**config.mk**
```make
export PLATFORM = sky130hd
export DESIGN_NAME = pio_serial_expander
export DESIGN_NICKNAME = d
export VERILOG_FILES = /design/src/rtl/pse_pkg.sv /design/src/rtl/pse_sync.sv /design/src/rtl/pse_fall_counter.sv /design/src/rtl/pse_shifter.sv /design/src/rtl/pse_ctrl.sv /design/src/rtl/pio_serial_expander.sv
export SDC_FILE = /design/constraint.sdc
export NUM_CORES = 1
export LEC_CHECK = 0
export BUFFER_PORTS_ARGS = -buffer_cell sky130_fd_sc_hd__buf_4
export CORE_ASPECT_RATIO = 1.4
export CORE_UTILIZATION = 53
export DETAILED_ROUTE_END_ITERATION = 10
export PLACE_DENSITY = 0.88
export SLEW_MARGIN = 10
export SYNTH_ARGS = -nofsm -noshare
export SYNTH_HDL_FRONTEND = slang
export SYNTH_SLANG_ARGS = --single-unit
export TNS_END_PERCENT = 100
```
**constraint.sdc**
```tcl
create_clock -name clk_i -period 1.6 [get_ports clk_i]
set_input_delay 0.16 -clock clk_i [delete_from_list [all_inputs] [get_ports clk_i]]
set_output_delay 0.16 -clock clk_i [all_outputs]
set_load 0.02 [all_outputs]
```
**src/rtl/pse_pkg.sv**
```systemverilog
package pse_pkg;

    // Direction state of the shared strobe/data line.
    typedef enum logic [0:0] {
        ST_LISTEN = 1'b0,
        ST_SEND   = 1'b1
    } pse_state_e;

endpackage

```
**src/rtl/pse_sync.sv**
```systemverilog
// Multi-stage synchronizer with falling-edge detection on the synchronized value.
module pse_sync #(
    parameter int unsigned STAGES  = 2,
    parameter logic        RST_VAL = 1'b1
) (
    input  logic clk_i,
    input  logic rst_i,
    input  logic d_i,
    output logic level_o,
    output logic fall_o
);
    localparam int unsigned LAST = STAGES - 1;

    logic [STAGES-1:0] chain_q;
    logic              prev_q;

    always_ff @(posedge clk_i) begin
        if (rst_i) begin
            chain_q[0] <= RST_VAL;
        end else begin
            chain_q[0] <= d_i;
        end
    end

    for (genvar s = 1; s < STAGES; s++) begin : g_stage
        always_ff @(posedge clk_i) begin
            if (rst_i) begin
                chain_q[s] <= RST_VAL;
            end else begin
                chain_q[s] <= chain_q[s-1];
            end
        end
    end

    always_ff @(posedge clk_i) begin
        if (rst_i) begin
            prev_q <= RST_VAL;
        end else begin
            prev_q <= chain_q[LAST];
        end
    end

    assign level_o = chain_q[LAST];
    assign fall_o  = prev_q & ~chain_q[LAST];

endmodule

```
**src/rtl/pse_fall_counter.sv**
```systemverilog
// Counts serial clock falls since the last capture, saturating one past the word width.
module pse_fall_counter #(
    parameter int unsigned WIDTH = 12,
    parameter int unsigned CNT_W = $clog2(WIDTH + 2)
) (
    input  logic             clk_i,
    input  logic             rst_i,
    input  logic             clr_i,
    input  logic             step_i,
    output logic [CNT_W-1:0] cnt_o,
    output logic             at_end_o
);
    localparam logic [CNT_W-1:0] TERM = CNT_W'(WIDTH + 1);
    localparam logic [CNT_W-1:0] LAST = CNT_W'(WIDTH);

    logic [CNT_W-1:0] cnt_q;

    always_ff @(posedge clk_i) begin
        if (rst_i) begin
            cnt_q <= TERM;
        end else if (clr_i) begin
            cnt_q <= '0;
        end else if (step_i && (cnt_q != TERM)) begin
            cnt_q <= cnt_q + 1'b1;
        end
    end

    assign cnt_o    = cnt_q;
    assign at_end_o = (cnt_q >= LAST);

endmodule

```
**src/rtl/pse_shifter.sv**
```systemverilog
// Capture register and serial output stage.
module pse_shifter #(
    parameter int unsigned WIDTH = 12
) (
    input  logic             clk_i,
    input  logic             rst_i,
    input  logic             load_i,
    input  logic             shift_i,
    input  logic [WIDTH-1:0] par_i,
    output logic             ser_o
);
    logic [WIDTH-1:0] sreg_q;
    logic             out_q;

    always_ff @(posedge clk_i) begin
        if (rst_i) begin
            sreg_q <= '0;
            out_q  <= 1'b0;
        end else if (load_i) begin
            sreg_q <= par_i;
            out_q  <= 1'b0;
        end else if (shift_i) begin
            sreg_q <= {1'b0, sreg_q[WIDTH-1:1]};
            out_q  <= sreg_q[0];
        end
    end

    assign ser_o = out_q;

endmodule

```
**src/rtl/pse_ctrl.sv**
```systemverilog
// Direction state machine: T_CAPTURE (ST_LISTEN -> ST_SEND), T_RELEASE (ST_SEND -> ST_LISTEN).
module pse_ctrl
    import pse_pkg::*;
(
    input  logic clk_i,
    input  logic rst_i,
    input  logic line_fall_i,
    input  logic sclk_level_i,
    input  logic sclk_fall_i,
    input  logic at_end_i,
    output logic load_o,
    output logic shift_o,
    output logic oe_o
);
    pse_state_e state_q;
    pse_state_e state_d;

    always_ff @(posedge clk_i) begin
        if (rst_i) begin
            state_q <= ST_LISTEN;
        end else begin
            state_q <= state_d;
        end
    end

    always_comb begin
        state_d = state_q;
        unique case (state_q)
            ST_LISTEN: begin
                if (line_fall_i && sclk_level_i) begin
                    state_d = ST_SEND;
                end
            end
            ST_SEND: begin
                if (sclk_fall_i && at_end_i) begin
                    state_d = ST_LISTEN;
                end
            end
            default: state_d = ST_LISTEN;
        endcase
    end

    always_comb begin
        load_o  = 1'b0;
        shift_o = 1'b0;
        oe_o    = 1'b0;
        unique case (state_q)
            ST_LISTEN: begin
                load_o = line_fall_i && sclk_level_i;
            end
            ST_SEND: begin
                oe_o    = 1'b1;
                shift_o = sclk_fall_i && !at_end_i;
            end
            default: begin
                oe_o = 1'b0;
            end
        endcase
    end

endmodule

```
**src/rtl/pio_serial_expander.sv**
```systemverilog
module pio_serial_expander #(
    parameter int unsigned WIDTH       = 12,
    parameter int unsigned SYNC_STAGES = 2
) (
    input  logic             clk_i,
    input  logic             rst_i,
    input  logic [WIDTH-1:0] par_i,
    input  logic             sclk_pin_i,
    input  logic             sline_pin_i,
    output logic             sline_pin_o,
    output logic             sline_oe_o
);
    localparam int unsigned CNT_W = $clog2(WIDTH + 2);

    logic             sclk_level;
    logic             sclk_fall;
    logic             line_level;
    logic             line_fall;
    logic             load;
    logic             shift;
    logic             at_end;
    logic [CNT_W-1:0] fall_cnt;

    pse_sync #(.STAGES(SYNC_STAGES), .RST_VAL(1'b0)) u_sclk_sync (
        .clk_i   (clk_i),
        .rst_i   (rst_i),
        .d_i     (sclk_pin_i),
        .level_o (sclk_level),
        .fall_o  (sclk_fall)
    );

    pse_sync #(.STAGES(SYNC_STAGES), .RST_VAL(1'b1)) u_line_sync (
        .clk_i   (clk_i),
        .rst_i   (rst_i),
        .d_i     (sline_pin_i),
        .level_o (line_level),
        .fall_o  (line_fall)
    );

    pse_fall_counter #(.WIDTH(WIDTH), .CNT_W(CNT_W)) u_cnt (
        .clk_i    (clk_i),
        .rst_i    (rst_i),
        .clr_i    (load),
        .step_i   (sclk_fall),
        .cnt_o    (fall_cnt),
        .at_end_o (at_end)
    );

    pse_ctrl u_ctrl (
        .clk_i        (clk_i),
        .rst_i        (rst_i),
        .line_fall_i  (line_fall),
        .sclk_level_i (sclk_level),
        .sclk_fall_i  (sclk_fall),
        .at_end_i     (at_end),
        .load_o       (load),
        .shift_o      (shift),
        .oe_o         (sline_oe_o)
    );

    pse_shifter #(.WIDTH(WIDTH)) u_shift (
        .clk_i   (clk_i),
        .rst_i   (rst_i),
        .load_i  (load),
        .shift_i (shift),
        .par_i   (par_i),
        .ser_o   (sline_pin_o)
    );

    logic unused_level;
    assign unused_level = line_level;

endmodule

```
# Word-level counts from Yosys, hierarchy flattened
# Cells that the tools add are included.
[op_classes]
eq_ne = 1
n_reduce_logical = 8
bitwise_logic = 5
n_div = 0
n_lt_le_gt_ge = 1
multipliers = 0
mux = 10
shift = 0
addsub = 1
[ops]
columns = ["operator", "count"]
rows = [
  ["two-way mux 12 bit", 2],
  ["two-way mux 4 bit", 2],
  ["two-way mux 1 bit", 5],
  ["adder 4 x 1 -> 4 bit, second input constant", 1],
  ["greater-or-equal comparator 4 bit, second input constant", 1],
  ["logical AND 1 bit", 4],
  ["!= test 4 bit, second input constant", 1],
  ["nonzero test 2 bit", 2],
  ["NOT 1 bit", 3],
  ["bitwise AND 1 bit", 2],
  ["case mux 1 bit (2 select lines)", 1],
  ["OR reduction 2 bit", 1],
  ["logical NOT 1 bit", 1],
]
[totals]
rom_bits = 0
reg_bits = 24
latch_bits = 0
ramBits = 0
elab_cells = 37
in_bits = 16
memories = 0
output_inout_bits = 2

# Longest topological paths before layout
# Gate-level depths: netlist of the first run.
[logic_depth]
depth_word = 6
depth_mapped = 5

# By module
# Synthesis of the first run repeated with hierarchy kept, for this count alone.
[unflattened]
cells_unflattened = 102
area_unflattened_um2 = 1033.5
[by_module_without_submodules]
columns = ["module", "seq_area_each_um2", "n_inst", "area_per_inst_um2", "cells_per_inst"]
rows = [
  ["pse_shifter", 260.2, 1, 580.6, 56],
  ["pse_fall_counter", 80.1, 1, 231.5, 25],
  ["pse_sync at u_sclk_sync", 60.1, 1, 87.6, 7],
  ["pse_sync at u_line_sync", 60.1, 1, 85.1, 7],
  ["pse_ctrl", 20.0, 1, 48.8, 7],
]

# Worst setup path before layout of the first run
# No wires, ideal clock.
[synth_path]
kind = "register to register"
start = "reg u_cnt.cnt_q[1], in the netlist u_cnt.cnt_o[1]"
end = "reg u_cnt.cnt_q[3], in the netlist u_cnt.cnt_o[3]"
slack_ns = 0.226
t_required_ns = 1.473
synth_period_minus_slack_ns = 1.374
arrival_ns = 1.247
stages_incl_launch_ff = 5
cell_sequence = "dfxtp_1 > inv_1 > ha_1 > o311a_1 > or3_1"
[synth_between]
elab_chain_len = 3
word_cells_on_any_way = 6
[synth_rtl]
columns = ["item", "line", "source"]
rows = [
  ["start, declared", "pse_fall_counter.sv:16", "logic [CNT_W-1:0] cnt_q;"],
  ["start signal, assigned", "pse_fall_counter.sv:24", "cnt_q <= cnt_q + 1'b1;"],
  ["adder 4 x 1 -> 4 bit or != test 4 bit (tied branches)", "pse_fall_counter.sv:24, pse_fall_counter.sv:23", ""],
  ["two-way mux 4 bit or logical AND 1 bit (tied branches)", "pse_fall_counter.sv:23", "end else if (step_i && (cnt_q != TERM)) begin"],
  ["two-way mux 4 bit or nonzero test 2 bit (tied branches)", "n/a", ""],
]
# Several ways; a longest one is shown, not always the timed one. The select of a mux whose other input is x is not followed.
# A chain may end at the register's enable or synchronous reset.

# Worst setup path in the final report of the first run
# Ends and elaborated chain as after synthesis.

==> results of run 1 <==
[metrics by stage]
stage	setup WS, ns	total power [uW]	util, %	std cells
6_report	0.132	1010	67.7	154
5_1_grt	0.0543	1040	67.7	154
4_1_cts	0.133	1010	67.7	154
3_5_place_dp	0.151	700	65.7	150
3_3_place_gp	0.212	698	65.7	150
2_1_floorplan	0.226	663	-	118
[layout make-up]
class / instances / area (um^2)
Fill cell: 155 / 582
Clock buffer: 4 / 36.3
Sequential cell: 24 / 480
Timing Repair Buffer: 21 / 158
Inverter: 2 / 7.51
Tap cell: 20 / 25.0
Multi-Input combinational cell: 83 / 513
[state kept, by name, summed over array words and instances, names as in the netlist]
signal / flops
u_shift.sreg_q: 12
u_cnt.cnt_o: 4
u_ctrl.state_q: 1
u_line_sync.chain_q: 1
u_line_sync.level_o: 1
u_line_sync.prev_q: 1
u_sclk_sync.chain_q: 1
u_sclk_sync.level_o: 1
u_sclk_sync.prev_q: 1
u_shift.ser_o: 1
[cells in the final DEF, fill, tap and decap left out, drive strengths merged]
master,synthesis,routed
and2,1,1
and2b,1,1
and4,1,1
nand3,3,3
a21oi,16,16
and4bb,1,1
nor4,1,1
nand2,4,4
buf,4,21
a2111oi,1,1
nor2b,3,3
ha,2,2
o211ai,2,2
inv,2,2
or3,1,1
o311a,1,1
o21ai,24,24
dfxtp,24,24
nand4bb,1,1
clkbuf,5,4
a211oi,1,1
nand2b,1,1
nand3b,2,2
o31ai,1,1
and3b,1,1
or2,3,3
a31oi,11,11
[power by group through the flow]
stage	clock, uW	sequential, uW	combinational [uW]
2_1_floorplan	0	628	35.3
3_3_place_gp	0	628	69.1
3_5_place_dp	0	629	70.6
4_1_cts	321	616	71.3
5_1_grt	340	618	77.2
6_report	320	616	71.2
[synthesized netlist by cell type, types with 2 or more instances]
cell and count:
buf_2 2, dfxtp_1 24, ha_1 2, inv_1 2, o211ai_1 2, clkbuf_1 4
a21oi_1 16, buf_4 2, o21ai_0 24, nand3_1 3, or2_2 3, nand3b_1 2
nand2_1 4, a31oi_1 11, nor2b_1 3
[worst paths after layout]
check                                 to  cells past startpoint
setup / recovery          u_cnt.cnt_o[3]                      4
hold / removal    u_line_sync.chain_q[0]                      2
setup reg to reg          u_cnt.cnt_o[3]                      4
hold reg to reg      u_line_sync.level_o                      1
[critical path: stages (launching register included)]
cell and delay [ns]:
dfxtp_1 0.39, inv_1 0.06, ha_1 0.21, o311a_1 0.35, or3_1 0.35
[logic make-up after synthesis]
group	Yosys count
flip-flops	24
AO/OA/AOI/OAI	57
buffers and inverters	11
adder cells (fa/ha/maj)	2
AND/OR/NAND/NOR	24
[per-layer routing]
layer  part of all wire, %  global-route usage [%]
met3                   3.1                    2.44
met2                    49                    38.8
met1                    46                    25.9
met4                   1.8                    13.8
met5                     0                       0
==> qor.txt, run 1 <==
Gate Count Post-Synth: 118
Design area: 1220 um^2
Core Area: 1800 um^2
DIE AREA: 2160 um^2
FF-to-FF Start: u_cnt.cnt_o[1]
Tot GR Track Use: 22.6%
Crit path DAT: 1.68 ns
Post-synthesis xor/xnor area fraction: 0%
F_max: 681 MHz
Port buffer count: 17
Placed wire-length estimate: 1520 um
Clk buf depth: 2
Flop2flop setup slack: 0.13 ns
Hold-fix buffers, CTS: 0
Initial core utilization: 58.1%
Drt first pass iters: 4
Tcrit/Tclk final: 91.8%
Slew Limit Headroom: 70.5%
CP Capture Type: register
Avg Cell Area, Syn: 8.86 um^2
Seq/Total Area, Yosys: 45.9%
Post-synthesis register bit count: 24
Antenna violations before repair: 0
TritonCTS buffer count: 3
Residual DRC count: 0
CP required: 1.81 ns
Placed cell area: 1180 um^2
Mapped Area: 1050 um^2
Startpoint type of the worst setup path: register
Sequential Power Share: 61.2%
Crit-path max FO: 4
Post-layout min period: 1.47 ns
Biggest area consumer among synthesized cells: dfxtp_1
DR iter-0 viols: 21
Peak supply drop: 0.000673 V
CP startpoint: u_cnt.cnt_o[1]
Synth Area in Simple Gates: 15.7%
Nets: 153
Via-per-instance ratio: 6.29
First-pass GRT wire length: 3410 um
Leak Pwr: 0.000466 uW
FFs w/ async S/R, synth: 0%
Clock Latency Late Sink: 0.32 ns
Final setup skew: 0.00871 ns
Vias in the first global route: 833
Clock tree sinks: 24
Clock Pin Slew Worst Setup and Hold Paths: 0.13 ns
CTS tree: done
Final ANT Viol Nets: 0
Area Growth Syn to Fin: 16.6%
Root Buffer: clkbuf_4
Top cells by area, synth: dfxtp_1 (46%), o21ai_0 (11%), a21oi_1 (7.7%), a31oi_1 (6.6%), ha_1 (2.4%)
Logic pwr share: 7.1%
Class of the worst hold path: in -> reg
Clock share of power: 31.7%
Int Pwr: 788 uW
Pwr per Cell Area: 825 nW/um^2
Synth Area in Adders: 2.39%
Largest family of logic cells by synthesized area: compound AO/OA/AOI/OAI gates
Worst Hold Launch: sline_pin_i
Die Y: 54.6 um
Postcts setup bufs: 0
Status: finished clean
Num rows: 18
Die W: 39.5 um
P_sw: 219 uW
Maxcap violations: 0
Worst Tran Pin Value: 0.441 ns
Sw frac: 21.7%
IO Count: 18
RSZ-0062 raised after global routing: false
N_diodes: 0
Final setup vio count: 0
# H-tree levels: 1
Setup TNS Final: 0 ns
Final Hold Fails: 0
Pins Over Slew Limit: 0
Ys flop type: dfxtp_1
Synth top area share: 45.9%
EDFF count, synth: 0
Complex-gate fraction of the synthesized area: 31.0%
Crit Path Category: reg -> reg
Vias: 969
Placer Congestion: 0.772
Yosys warning count: 0
Post-synthesis mux area share: 0%
Largest net degree at the start of global routing: 15
Per-cell routed wire length: 14.6 um
Synth unique cells: 29
Post_cts resized: 0
Syn nets: 136
Worst hold slack: 0.0111 ns
Drt total wl: 2250 um
Grt ovf: 0
Layout cells sized above 1: 22.4%
(Power assumes the default switching activity.)
==> inputs of run 2 (changes only) <==
--- a/config.mk
+++ b/config.mk
@@ -7,6 +7,7 @@
 export LEC_CHECK = 0
 export BUFFER_PORTS_ARGS = -buffer_cell sky130_fd_sc_hd__buf_4
 export CORE_ASPECT_RATIO = 1.4
+export CORE_MARGIN = 5
 export CORE_UTILIZATION = 53
 export DETAILED_ROUTE_END_ITERATION = 10
 export PLACE_DENSITY = 0.88
==> run 2 against run 1 <==
Against the previous run:
- clock power is 34% higher
- clock skew is 0.0010 ns lower
- combinational power is essentially flat
- setup slack improved by 0.011 ns
- via count shrank 4.1%
==> qor.txt, run 2 (same netlist as run 1, synthesis figures left out) <==
Class of the worst hold path: in -> reg
CTS tree: done
Slew Limit Headroom: 70.6%
Postcts setup bufs: 0
Status: finished clean
Sequence of cells on the critical path: inv_1 -> ha_1 -> o311a_1 -> or3_1
CP peak stage delay: 0.40 ns
RSZ-0062 raised after global routing: false
Die Y: 62.6 um
Pwr per Cell Area: 901 nW/um^2
Tcrit/Tclk final: 91.1%
Placed wire-length estimate: 1580 um
Nets: 153
Final ANT Viol Nets: 0
Worst Tran Pin Value: 0.440 ns
F_max: 686 MHz
Clock Latency Late Sink: 0.31 ns
Residual DRC count: 0
TritonCTS buffer count: 3
Final Hold Fails: 0
N_diodes: 0
# H-tree levels: 1
Hold-fix buffers, CTS: 0
Crit Path Category: reg -> reg
Clk buf depth: 2
Area Growth Syn to Fin: 18.3%
Clock tree sinks: 24
Vias in the first global route: 923
Maxcap violations: 0
Tot GR Track Use: 16.2%
Placer Congestion: 0.814
Via-per-instance ratio: 5.99
Layout cells sized above 1: 22.4%
Largest reg by FF count: u_shift.sreg_q
Final setup skew: 0.00767 ns
First-pass GRT wire length: 3740 um
Pins Over Slew Limit: 0
CP Capture Type: register
Setup TNS Final: 0 ns
Util after Layout: 64.3%
Crit path max-delay family: flip-flops
Num rows: 19
Root Buffer: clkbuf_4
Die W: 47.5 um
DR iter-0 viols: 27
Port buffer count: 17
Startpoint type of the worst setup path: register
Crit-path max FO: 4
CP max stage cell: dfxtp_1
Clock Pin Slew Worst Setup and Hold Paths: 0.13 ns
Final setup vio count: 0
Leak Pwr: 0.000472 uW
Peak supply drop: 0.000848 V
Core Area: 1930 um^2
Largest net degree at the start of global routing: 15
Per-cell routed wire length: 14.4 um
Grt ovf: 0
CP bufs+invs: 1
Post-layout min period: 1.46 ns
Antenna violations before repair: 0
IO Count: 18
Vias: 929
Crit path DAT: 1.66 ns
Commonest cells after routing, fill and taps aside: o21ai_0 (24), dfxtp_1 (24), buf_4 (21)
Initial core utilization: 54.3%
Drt first pass iters: 4
Fillcell total: 166
Max reg flops: 12
Drt total wl: 2230 um
CP required: 1.81 ns
DIE AREA: 2970 um^2
Post_cts resized: 0
run 2: worst reg2reg max path: stages (launching register included):
cell	delay, ns
dfxtp_1	0.40
inv_1	0.06
ha_1	0.21
o311a_1	0.35
or3_1	0.33
run 2: metrics by stage:
step / power, uW / setup WS (ns) / area [um^2] / instances / hold WS [ns]
6_report: 1120 / 0.143 / 1240 / 155 / 0.0202
5_1_grt: 1160 / 0.0495 / 1240 / 155 / 0.0218
4_1_cts: 1130 / 0.148 / 1240 / 155 / 0.0120
3_5_place_dp: 700 / 0.161 / 1180 / 151 / 0.352
3_3_place_gp: 697 / 0.211 / 1180 / 151 / 0.349
2_1_floorplan: 663 / 0.226 / 1050 / 118 / 0.264
run 2: path summary, 6_finish.rpt:
check / depth (start not counted) / end / slack, ns / startpoint
setup / recovery: 4 / u_cnt.cnt_o[3] / 0.14 / u_cnt.cnt_o[1]
hold / removal: 2 / u_line_sync.chain_q[0] / 0.02 / sline_pin_i
setup reg to reg: 4 / u_cnt.cnt_o[3] / 0.14 / u_cnt.cnt_o[1]
hold reg to reg: 1 / u_line_sync.level_o / 0.43 / u_line_sync.chain_q[0]
run 2: final cells by class:
class / count / area, um^2 / share of cell area [%]
multi-input cells: 83 / 513 / 41.5
flip-flops and latches: 24 / 480 / 38.8
repair buffers: 21 / 158 / 12.7
clock inverters: 1 / 30.0 / 2.43
well taps: 21 / 26.3 / 2.12
clock buffers: 3 / 22.5 / 1.82
inverters: 2 / 7.51 / 0.607
run 2: per-layer routing:
metal,share of wire [%],global-route usage [%],up-vias
li1,-,-,469
met1,45,20.4,435
met2,49,26.8,23
met3,4.7,2.02,2
met4,1.1,6.06,0
met5,0,0,-
run 2: power by group:
part	switching, uW	internal (uW)
clock network	175	253
logic	30.9	40.1
registers	7.21	609
